[config.mk]
export PLATFORM = sky130hd
export DESIGN_NAME = scanaddr_gen
export DESIGN_NICKNAME = d
export VERILOG_FILES = /design/src/rtl/scanaddr_pkg.sv /design/src/rtl/scanaddr_addr.sv /design/src/rtl/scanaddr_seq.sv /design/src/rtl/scanaddr_shift.sv /design/src/rtl/scanaddr_gen.sv
export SDC_FILE = /design/constraint.sdc
export NUM_CORES = 1
export LEC_CHECK = 0
export CAP_MARGIN = 20
export CELL_PAD_IN_SITES_DETAIL_PLACEMENT = 0
export CELL_PAD_IN_SITES_GLOBAL_PLACEMENT = 2
export CORE_ASPECT_RATIO = 0.7
export CORE_MARGIN = 1.5
export CORE_UTILIZATION = 34
export CTS_CLUSTER_DIAMETER = 150
export DETAILED_ROUTE_END_ITERATION = 12
export PLACE_DENSITY = 0.88
export SYNTH_ARGS = -nofsm -noshare
export SYNTH_HDL_FRONTEND = slang
export SYNTH_SLANG_ARGS = --single-unit
[constraint.sdc]
create_clock -name clk -period 4.9 [get_ports clk]
set_input_delay 1.47 -clock clk [delete_from_list [all_inputs] [get_ports clk]]
set_output_delay 1.47 -clock clk [all_outputs]
set_load 0.03 [all_outputs]
[src/rtl/scanaddr_pkg.sv]
package scanaddr_pkg;
  localparam int BLK_W     = 3;
  localparam int OFS_W     = 14;
  localparam int ADDR_W    = BLK_W + OFS_W;
  localparam int IDX_W     = 8;
  localparam int STRIDE_SH = 3;

  typedef enum logic [2:0] {
    ST_IDLE,
    ST_PLO_REQ,
    ST_PLO_WAIT,
    ST_PHI_REQ,
    ST_PHI_WAIT,
    ST_PIX_REQ,
    ST_PIX_WAIT
  } seq_state_e;

  typedef struct packed {
    logic [7:0] data;
    logic       eol;
    logic       eof;
  } pix_byte_t;
endpackage

[src/rtl/scanaddr_addr.sv]
module scanaddr_addr
  import scanaddr_pkg::*;
#(
  parameter int BYTE_W = 7
) (
  input  logic [7:0]        base,
  input  logic [IDX_W-1:0]  entry_idx,
  input  logic [15:0]       ptr,
  input  logic [BYTE_W-1:0] byte_idx,
  input  logic              sel_ptr,
  input  logic              sel_hi,
  output logic [ADDR_W-1:0] addr
);
  logic [OFS_W-1:0] line_ofs;
  logic [OFS_W-1:0] step;
  logic [OFS_W-1:0] pix_ofs;

  // start offset has bit 3 clear; the pointer carries the other 13 bits
  assign line_ofs = {ptr[12:3], 1'b0, ptr[2:0]};
  assign step     = OFS_W'(byte_idx) << STRIDE_SH;
  assign pix_ofs  = line_ofs + step;

  always_comb begin
    if (sel_ptr) addr = {base, entry_idx, sel_hi};
    else         addr = {ptr[15:13], pix_ofs};
  end
endmodule

[src/rtl/scanaddr_seq.sv]
module scanaddr_seq
  import scanaddr_pkg::*;
#(
  parameter int BYTES    = 90,
  parameter int LINES_50 = 256,
  parameter int LINES_60 = 200,
  localparam int BYTE_W  = (BYTES > 1) ? $clog2(BYTES) : 1,
  localparam int LINE_W  = (LINES_50 > 1) ? $clog2(LINES_50) : 1
) (
  input  logic              clk,
  input  logic              rst_n,
  input  logic              frame_start,
  input  logic [7:0]        tbl_base,
  input  logic [7:0]        top_entry,
  input  logic              rate_60,
  input  logic              mem_req_ready,
  input  logic              mem_rsp_valid,
  input  logic [7:0]        mem_rsp_data,
  input  logic              buf_free,
  output logic              mem_req_valid,
  output logic              sel_ptr,
  output logic              sel_hi,
  output logic [IDX_W-1:0]  entry_idx,
  output logic [BYTE_W-1:0] byte_idx,
  output logic [7:0]        base_q,
  output logic [15:0]       ptr_q,
  output logic              push,
  output pix_byte_t         push_byte
);
  seq_state_e        st_q, st_d;
  logic [7:0]        top_q;
  logic              rate_q;
  logic [LINE_W-1:0] line_q;
  logic [BYTE_W-1:0] byte_q;
  logic              last_byte, last_line;

  assign last_byte = (byte_q == BYTE_W'(BYTES - 1));
  assign last_line = rate_q ? (line_q == LINE_W'(LINES_60 - 1))
                            : (line_q == LINE_W'(LINES_50 - 1));
  assign entry_idx = top_q + IDX_W'(line_q);
  assign byte_idx  = byte_q;

  assign sel_ptr       = (st_q == ST_PLO_REQ) || (st_q == ST_PHI_REQ);
  assign sel_hi        = (st_q == ST_PHI_REQ);
  assign mem_req_valid = sel_ptr || ((st_q == ST_PIX_REQ) && buf_free);

  assign push           = (st_q == ST_PIX_WAIT) && mem_rsp_valid;
  assign push_byte.data = mem_rsp_data;
  assign push_byte.eol  = last_byte;
  assign push_byte.eof  = last_byte && last_line;

  always_comb begin
    st_d = st_q;
    unique case (st_q)
      ST_IDLE:     if (frame_start) st_d = ST_PLO_REQ;
      ST_PLO_REQ:  if (mem_req_ready) st_d = ST_PLO_WAIT;
      ST_PLO_WAIT: if (mem_rsp_valid) st_d = ST_PHI_REQ;
      ST_PHI_REQ:  if (mem_req_ready) st_d = ST_PHI_WAIT;
      ST_PHI_WAIT: if (mem_rsp_valid) st_d = ST_PIX_REQ;
      ST_PIX_REQ:  if (buf_free && mem_req_ready) st_d = ST_PIX_WAIT;
      ST_PIX_WAIT: begin
        if (mem_rsp_valid) begin
          if (!last_byte)     st_d = ST_PIX_REQ;
          else if (last_line) st_d = ST_IDLE;
          else                st_d = ST_PLO_REQ;
        end
      end
      default: st_d = ST_IDLE;
    endcase
  end

  always_ff @(posedge clk) begin
    if (!rst_n) begin
      st_q   <= ST_IDLE;
      base_q <= '0;
      top_q  <= '0;
      rate_q <= 1'b0;
      line_q <= '0;
      byte_q <= '0;
      ptr_q  <= '0;
    end else begin
      st_q <= st_d;
      if (st_q == ST_IDLE && frame_start) begin
        base_q <= tbl_base;
        top_q  <= top_entry;
        rate_q <= rate_60;
        line_q <= '0;
      end
      if (st_q == ST_PLO_WAIT && mem_rsp_valid) ptr_q[7:0] <= mem_rsp_data;
      if (st_q == ST_PHI_WAIT && mem_rsp_valid) begin
        ptr_q[15:8] <= mem_rsp_data;
        byte_q      <= '0;
      end
      if (push) begin
        if (!last_byte)      byte_q <= byte_q + 1'b1;
        else if (!last_line) line_q <= line_q + 1'b1;
      end
    end
  end
endmodule

[src/rtl/scanaddr_shift.sv]
module scanaddr_shift
  import scanaddr_pkg::*;
#(
  parameter bit MSB_FIRST = 1'b1
) (
  input  logic      clk,
  input  logic      rst_n,
  input  logic      push,
  input  pix_byte_t push_byte,
  input  logic      reverse,
  input  logic      video_en,
  input  logic      pix_ready,
  output logic      buf_free,
  output logic      pix_valid,
  output logic      pix_data,
  output logic      pix_eol,
  output logic      pix_eof
);
  pix_byte_t  hold_q;
  logic       hold_full;
  logic [7:0] sh_q;
  logic [3:0] cnt_q;
  logic       sh_eol, sh_eof;
  logic       fire, load, cur_bit;
  logic [7:0] sh_next;

  generate
    if (MSB_FIRST) begin : g_msb
      assign cur_bit = sh_q[7];
      assign sh_next = {sh_q[6:0], 1'b0};
    end else begin : g_lsb
      assign cur_bit = sh_q[0];
      assign sh_next = {1'b0, sh_q[7:1]};
    end
  endgenerate

  assign pix_valid = (cnt_q != 4'd0);
  assign fire      = pix_valid && pix_ready;
  assign load      = hold_full && ((cnt_q == 4'd0) || (cnt_q == 4'd1 && fire));
  assign buf_free  = !hold_full;
  assign pix_data  = video_en && (cur_bit ^ reverse);
  assign pix_eol   = (cnt_q == 4'd1) && sh_eol;
  assign pix_eof   = (cnt_q == 4'd1) && sh_eof;

  always_ff @(posedge clk) begin
    if (!rst_n) begin
      hold_q    <= '0;
      hold_full <= 1'b0;
      sh_q      <= '0;
      cnt_q     <= '0;
      sh_eol    <= 1'b0;
      sh_eof    <= 1'b0;
    end else begin
      if (load) hold_full <= 1'b0;
      if (push) begin
        hold_q    <= push_byte;
        hold_full <= 1'b1;
      end
      if (load) begin
        sh_q   <= hold_q.data;
        cnt_q  <= 4'd8;
        sh_eol <= hold_q.eol;
        sh_eof <= hold_q.eof;
      end else if (fire) begin
        sh_q  <= sh_next;
        cnt_q <= cnt_q - 4'd1;
      end
    end
  end
endmodule

[src/rtl/scanaddr_gen.sv]
module scanaddr_gen
  import scanaddr_pkg::*;
#(
  parameter int BYTES    = 90,
  parameter int LINES_50 = 256,
  parameter int LINES_60 = 200
) (
  input  logic              clk,
  input  logic              rst_n,
  input  logic              frame_start,
  input  logic [7:0]        tbl_base,
  input  logic [7:0]        top_entry,
  input  logic              rate_60,
  input  logic              vctl_wr,
  input  logic [7:0]        vctl_data,
  output logic              mem_req_valid,
  input  logic              mem_req_ready,
  output logic [ADDR_W-1:0] mem_req_addr,
  input  logic              mem_rsp_valid,
  input  logic [7:0]        mem_rsp_data,
  output logic              pix_valid,
  input  logic              pix_ready,
  output logic              pix_data,
  output logic              pix_eol,
  output logic              pix_eof
);
  localparam int BYTE_W = (BYTES > 1) ? $clog2(BYTES) : 1;

  logic              rev_q, en_q;
  logic              buf_free, push, sel_ptr, sel_hi;
  logic [IDX_W-1:0]  entry_idx;
  logic [BYTE_W-1:0] byte_idx;
  logic [7:0]        base_q;
  logic [15:0]       ptr_q;
  pix_byte_t         push_byte;

  always_ff @(posedge clk) begin
    if (!rst_n) begin
      rev_q <= 1'b0;
      en_q  <= 1'b0;
    end else if (vctl_wr) begin
      rev_q <= vctl_data[7];
      en_q  <= vctl_data[6];
    end
  end

  scanaddr_seq #(
    .BYTES(BYTES), .LINES_50(LINES_50), .LINES_60(LINES_60)
  ) seq_i (
    .clk(clk), .rst_n(rst_n), .frame_start(frame_start),
    .tbl_base(tbl_base), .top_entry(top_entry), .rate_60(rate_60),
    .mem_req_ready(mem_req_ready), .mem_rsp_valid(mem_rsp_valid),
    .mem_rsp_data(mem_rsp_data), .buf_free(buf_free),
    .mem_req_valid(mem_req_valid), .sel_ptr(sel_ptr), .sel_hi(sel_hi),
    .entry_idx(entry_idx), .byte_idx(byte_idx), .base_q(base_q),
    .ptr_q(ptr_q), .push(push), .push_byte(push_byte)
  );

  scanaddr_addr #(.BYTE_W(BYTE_W)) addr_i (
    .base(base_q), .entry_idx(entry_idx), .ptr(ptr_q), .byte_idx(byte_idx),
    .sel_ptr(sel_ptr), .sel_hi(sel_hi), .addr(mem_req_addr)
  );

  scanaddr_shift #(.MSB_FIRST(1'b1)) shift_i (
    .clk(clk), .rst_n(rst_n), .push(push), .push_byte(push_byte),
    .reverse(rev_q), .video_en(en_q), .pix_ready(pix_ready),
    .buf_free(buf_free), .pix_valid(pix_valid), .pix_data(pix_data),
    .pix_eol(pix_eol), .pix_eof(pix_eof)
  );
endmodule

== Word-level counts from Yosys, hierarchy flattened ==
Cells that the tools add are included.

* Add/sub/neg operators: 5
* Eq/ne operators: 17
* Muxes and demuxes: 25
* Bitwise operators: 2
* Reductions and logical operators: 24

{| class="wikitable"
|+ Operator list
! kind !! number
|-
| two-way mux 8 bit || 6
|-
| two-way mux 3 bit || 8
|-
| two-way mux 7 bit || 3
|-
| one-hot mux 3 bit (7 select lines) || 1
|-
| two-way mux 17 bit || 1
|-
| equality test 8 bit, second input constant || 2
|-
| adder 14 x 10 -> 14 bit || 1
|-
| != test 2 bit, second input constant || 7
|-
| logical AND 1 bit || 13
|-
| equality test 3 bit, second input constant || 3
|-
| adder 8 x 1 -> 8 bit, second input constant || 1
|-
| adder 8 bit || 1
|-
| two-way mux 4 bit || 2
|-
| adder 7 x 1 -> 7 bit, second input constant || 1
|-
| equality test 7 bit, second input constant || 1
|-
| AND reduction 7 bit || 1
|-
| equality test 3 x 2 -> 1 bit, second input constant || 2
|-
| equality test 4 x 1 -> 1 bit, second input constant || 1
|-
| zero test 4 bit || 1
|-
| two-way mux 1 bit || 4
|-
| nonzero test 2 bit || 2
|-
| nonzero test 4 bit || 1
|-
| subtractor 4 x 1 -> 4 bit, second input constant || 1
|-
| equality test 3 x 1 -> 1 bit, second input constant || 1
|-
| other kinds (6) || 8
|}

* Register bits: 78
* Output and inout bits: 22
* Logic and storage cells: 92

== Longest topological paths before layout ==
* Word-level depth: 7
* Depth in mapped cells: 8
* Gate-level depth less buffers: 8

== By module ==
Synthesis repeated with hierarchy kept, for this count alone.

* Cell total of the unflattened synthesis: 524
* Area total of the unflattened synthesis: 4,336.7 sq um

{| class="wikitable"
|+ Modules (own cells, without submodules)
! module !! instances !! cells an instance !! area an instance (sq um) !! seq. area each (sq um)
|-
| scanaddr_seq || 1 || 324 || 2,622.5 || 1,021.0
|-
| scanaddr_shift || 1 || 124 || 1,129.8 || 500.5
|-
| scanaddr_addr || 1 || 70 || 511.7 || 0.0
|-
| scanaddr_gen || 1 || 6 || 72.6 || 40.0
|}

== Worst setup path before layout ==
No wires, ideal clock.

* Path type: register to output
* From: register seq_i.byte_q[1] (netlist: seq_i.byte_idx[1])
* To: output mem_req_addr[12]
* Arrival time: 2.239 ns
* Setup slack: 1.191 ns
* Cell stages (with the launch flop): 9
* Path buffers: 0
* Cell sequence: dfxtp_1 > ha_1 > inv_1 > fa_1 > nand2b_1 > a211oi_1 > o311ai_0 > xor2_1 > a21oi_1

* Cells in the longest elaborated chain, start to end: 2

{| class="wikitable"
|+ Ends and longest elaborated chain
! what !! line !! source
|-
| from (decl) || scanaddr_seq.sv:34 || <nowiki>logic [BYTE_W-1:0] byte_q;</nowiki>
|-
| from (signal assigned) || scanaddr_seq.sv:95 || <nowiki>if (!last_byte) byte_q <= byte_q + 1'b1;</nowiki>
|-
| adder 14 x 10 -> 14 bit || scanaddr_addr.sv:21 || <nowiki>assign pix_ofs = line_ofs + step;</nowiki>
|-
| two-way mux 17 bit || scanaddr_addr.sv:24 || <nowiki>if (sel_ptr) addr = {base, entry_idx, sel_hi};</nowiki>
|-
| to (decl) || scanaddr_gen.sv:18 || <nowiki>output logic [ADDR_W-1:0] mem_req_addr,</nowiki>
|}

No other way between the ends.

== Final worst setup path ==
Ends and elaborated chain as after synthesis.

==> metrics.yaml <==
syn-cell-area_sq_mm: 0.00407
yosysTopAreaCell: "dfxtp_1"
synthArstFlopShare: 0
synth_cell_type_count: 54
setup_ws_ps: 313
cts_max_level: 3
top_layer: "met4"
min_period_ps: 4590
synth_cells: 504
cts_hold_buffers: 0
die_width_um: 134
fin_skew_ps: 7.14
cts_tree: "built"
synth_compound_area_frac: 0.186
worstSetupStartpointType: "flop"
timing.rr.end: "seq_i.byte_idx[2]$_SDFF_PN0_"
max_slew.worst_pin.slew_ps: 812
core_sq_mm: 0.0117
max_freq_ghz: 0.218
design_area_sq_mm: 0.00510
ant_nets: 0
pwr-share-seq: 0.412
hold-path-cell-count: 2
required_ps: 3430
worstReg2RegStart: "seq_i.st_q[2]$_SDFFE_PN0P_"
synth-seq-cells: 78
route.met3.wl_um: 471
slew_headroom: 0.457
r2r_slack_ps: 2820
first_global_vias: 3387
critical-path-top-delay-family: "buffers and inverters"
synth-adder-area-share: 0.0682
placement.io_buffers: 55
die_h_um: 94.6
cp_slowest_stage_delay_ps: 720
timing.final.crit_share: 0.936
switching_share: 0.285
seq_area_frac_synth: 0.383
crit_arrival_ps: 3120
cp_max_fo: 5
viasPerCell: 4.99
drt_iter0_markers: 194
drt_first_pass_iters: 4
yosys_warnings: 0
io_pins: 62
overflow: 0
start_util: 0.349
antenna_found_initial: 0
yosys.area_share.simple: 0.227
cp-end-kind: "output port"
tns_ps: 0
met1_length_mm: 5.53
grt_usage: 0.180
routedWlPerCell_um: 14.8
finalMaxSlewViolations: 0
power_switching_mw: 0.501
num_rows: 33
yosysMostFrequentCell: "nand2_1"
drc: 0
dpl_cell_area_sq_mm: 0.00478
setup_viol: 0
synthXorXnorAreaFrac: 0.0452
power_density_mw_per_mm2: 345
vias: 3571
synthMuxAreaShare: 0.0538
layout.nets: 615
ir_drop_v: 0.000196
post_cts_buffers: 0
hold_viol: 0
clk_path_buf_depth: 2
crit_slowest_cell: "clkdlybuf4s50_1"
numCtsBuffers: 9
total_leakage_power_nw: 1.95
synth_top_area_frac: 0.383
postRouteWirelength_mm: 10.6
dp_slack_ps: 694
max_cap_viol_count: 0
synth_top_family_by_area: "simple AND/OR/NAND/NOR gates"
dr_wl_met2_mm: 4.51
critPathBufInv: 2
clk_pin_slew_ps: 60
dieArea_sq_mm: 0.0127
r2r_cells: 5
antenna_cells: 0
place_hpwl_mm: 7.80
avgSynthCellArea_sq_um: 8.08
hold_path.class: "reg2reg"
min-delay-start: "shift_i.hold_q[4]$_SDFFE_PN0P_"
power_frac_comb: 0.196
clkPwrFrac: 0.392
hold_end: "shift_i.hold_q[4]$_SDFFE_PN0P_"
grt_pass1_wl_mm: 17.6
syn2layout_area_growth_pct: 25.2
drive_above_1_share: 0.0716
synth-edff-count: 0
cts_sinks: 78
path_cells: "ha_1, inv_1, fa_1, nand2b_1, a211oi_1, o311ai_0, xor2_1, a21oi_1, clkdlybuf4s50_1"
syn_nets: 565
cts_root_buf: "clkbuf_16"
netlist_top_cells_area: "dfxtp_1 (38%), nand2_1 (9.9%), a21oi_1 (9.2%)"
criticalPathCategory: "reg2out"
synth_flop_cell: "dfxtp_1"
cts_resized: 0
status: "complete, no violations"
gp_congestion: 0.822
synth_top_cells_by_count: "nand2_1 (107), dfxtp_1 (78), a21oi_1 (75)"
p_int_mw: 1.26
grt_max_degree: 42
grt_setup_unrepaired: "false"
worstSkewPairLatency_ps: 340
-- registers in the layout, summed over array words and instances (netlist names), 3 cells and up --
| name | count |
|---|---|
| seq_i.line_q | 8 |
| seq_i.top_q | 8 |
| seq_i.base_q | 8 |
| seq_i.ptr_q | 16 |
| shift_i.cnt_q | 4 |
| seq_i.byte_idx | 7 |
| shift_i.hold_q | 10 |
| shift_i.sh_q | 8 |
| seq_i.st_q | 3 |
-- per-stage QoR --
stage	instances	hold WS (ps)	util	power, mW
2_1_floorplan	504	433	-	0.962
3_3_place_gp	699	442	0.409	1.08
3_5_place_dp	699	446	0.409	1.08
4_1_cts	715	455	0.435	1.78
5_1_grt	716	473	0.436	1.85
6_report	716	453	0.436	1.76
-- per-layer routing --
metal | vias up | track usage
li1 | 1854 | -
met5 | - | 0
met4 | 0 | 0.0543
met2 | 59 | 0.275
met3 | 9 | 0.0365
met1 | 1649 | 0.254
-- worst reg2reg max path, stage by stage (launching register included) --
cell	delay, ps
dfxtp_1	650
nand4b_1	170
buf_4	220
a21oi_1	370
mux2_2	380
a211oi_1	210
-- cell type report --
| class | instances | area [sq um] |
|---|---|---|
| Multi-Input combinational cell | 388 | 2360 |
| Fill cell | 1180 | 6590 |
| Clock buffer | 12 | 256 |
| Timing Repair Buffer | 63 | 614 |
| Sequential cell | 78 | 1560 |
| Inverter | 14 | 52.6 |
| Clock inverter | 4 | 53.8 |
| Tap cell | 157 | 196 |
-- power by group through the flow --
stage	Sequential (mW)	Clock (mW)	Combinational (mW)
final	0.725	0.689	0.345
after global routing	0.733	0.731	0.387
after CTS	0.725	0.705	0.347
after detailed placement	0.739	0	0.344
after global placement	0.737	0	0.340
after floorplan	0.724	0	0.238
-- cell families (layout without fill, tap and decap cells) --
family,count (synthesis),in the layout
buffers and inverters,38,93
muxes,21,21
and+or+nand+nor,197,197
xor gates and xnor gates,21,21
DFF,78,78
AOI/OAI and AO/OA,128,128
adders and majority gates,21,21
-- how the worst max path moves through the flow --
stage | start | end | slack, ps | cells past startpoint
after floorplan | seq_i.byte_idx[1]$_SDFF_PN0_ | mem_req_addr[12] | 1190 | 8
after global placement | seq_i.byte_idx[1]$_SDFF_PN0_ | mem_req_addr[12] | 690 | 9
after detailed placement | seq_i.byte_idx[1]$_SDFF_PN0_ | mem_req_addr[12] | 690 | 9
after CTS | seq_i.byte_idx[1]$_SDFF_PN0_ | mem_req_addr[12] | 290 | 9
after global routing | seq_i.byte_idx[1]$_SDFF_PN0_ | mem_req_addr[12] | 90 | 9
final | seq_i.byte_idx[1]$_SDFF_PN0_ | mem_req_addr[12] | 310 | 9
-- cell usage in the layout (no fill, tap or decap), types with 3 or more instances in the layout --
| cell type | Yosys | layout |
|---|---|---|
| ha_1 | 19 | 19 |
| nand3_1 | 7 | 7 |
| mux2i_1 | 14 | 14 |
| xor2_1 | 10 | 10 |
| dfxtp_1 | 78 | 78 |
| nand4b_1 | 3 | 3 |
| and2_1 | 5 | 5 |
| nor3_1 | 10 | 10 |
| a21o_1 | 3 | 3 |
| nand2_1 | 107 | 107 |
| a31oi_1 | 3 | 3 |
| inv_1 | 13 | 13 |
| a211oi_1 | 6 | 6 |
| a21oi_1 | 75 | 75 |
| clkdlybuf4s50_1 | 0 | 55 |
| and3_1 | 6 | 6 |
| nand2b_1 | 4 | 4 |
| xnor2_1 | 11 | 11 |
| mux2_2 | 7 | 7 |
| nand4_1 | 6 | 6 |
| nor2_1 | 35 | 35 |
| o211ai_1 | 3 | 3 |
| o21ai_0 | 20 | 20 |
| clkbuf_16 | 0 | 9 |
| buf_4 | 0 | 7 |
No activity file was read; power rests on OpenSTA's default activity.
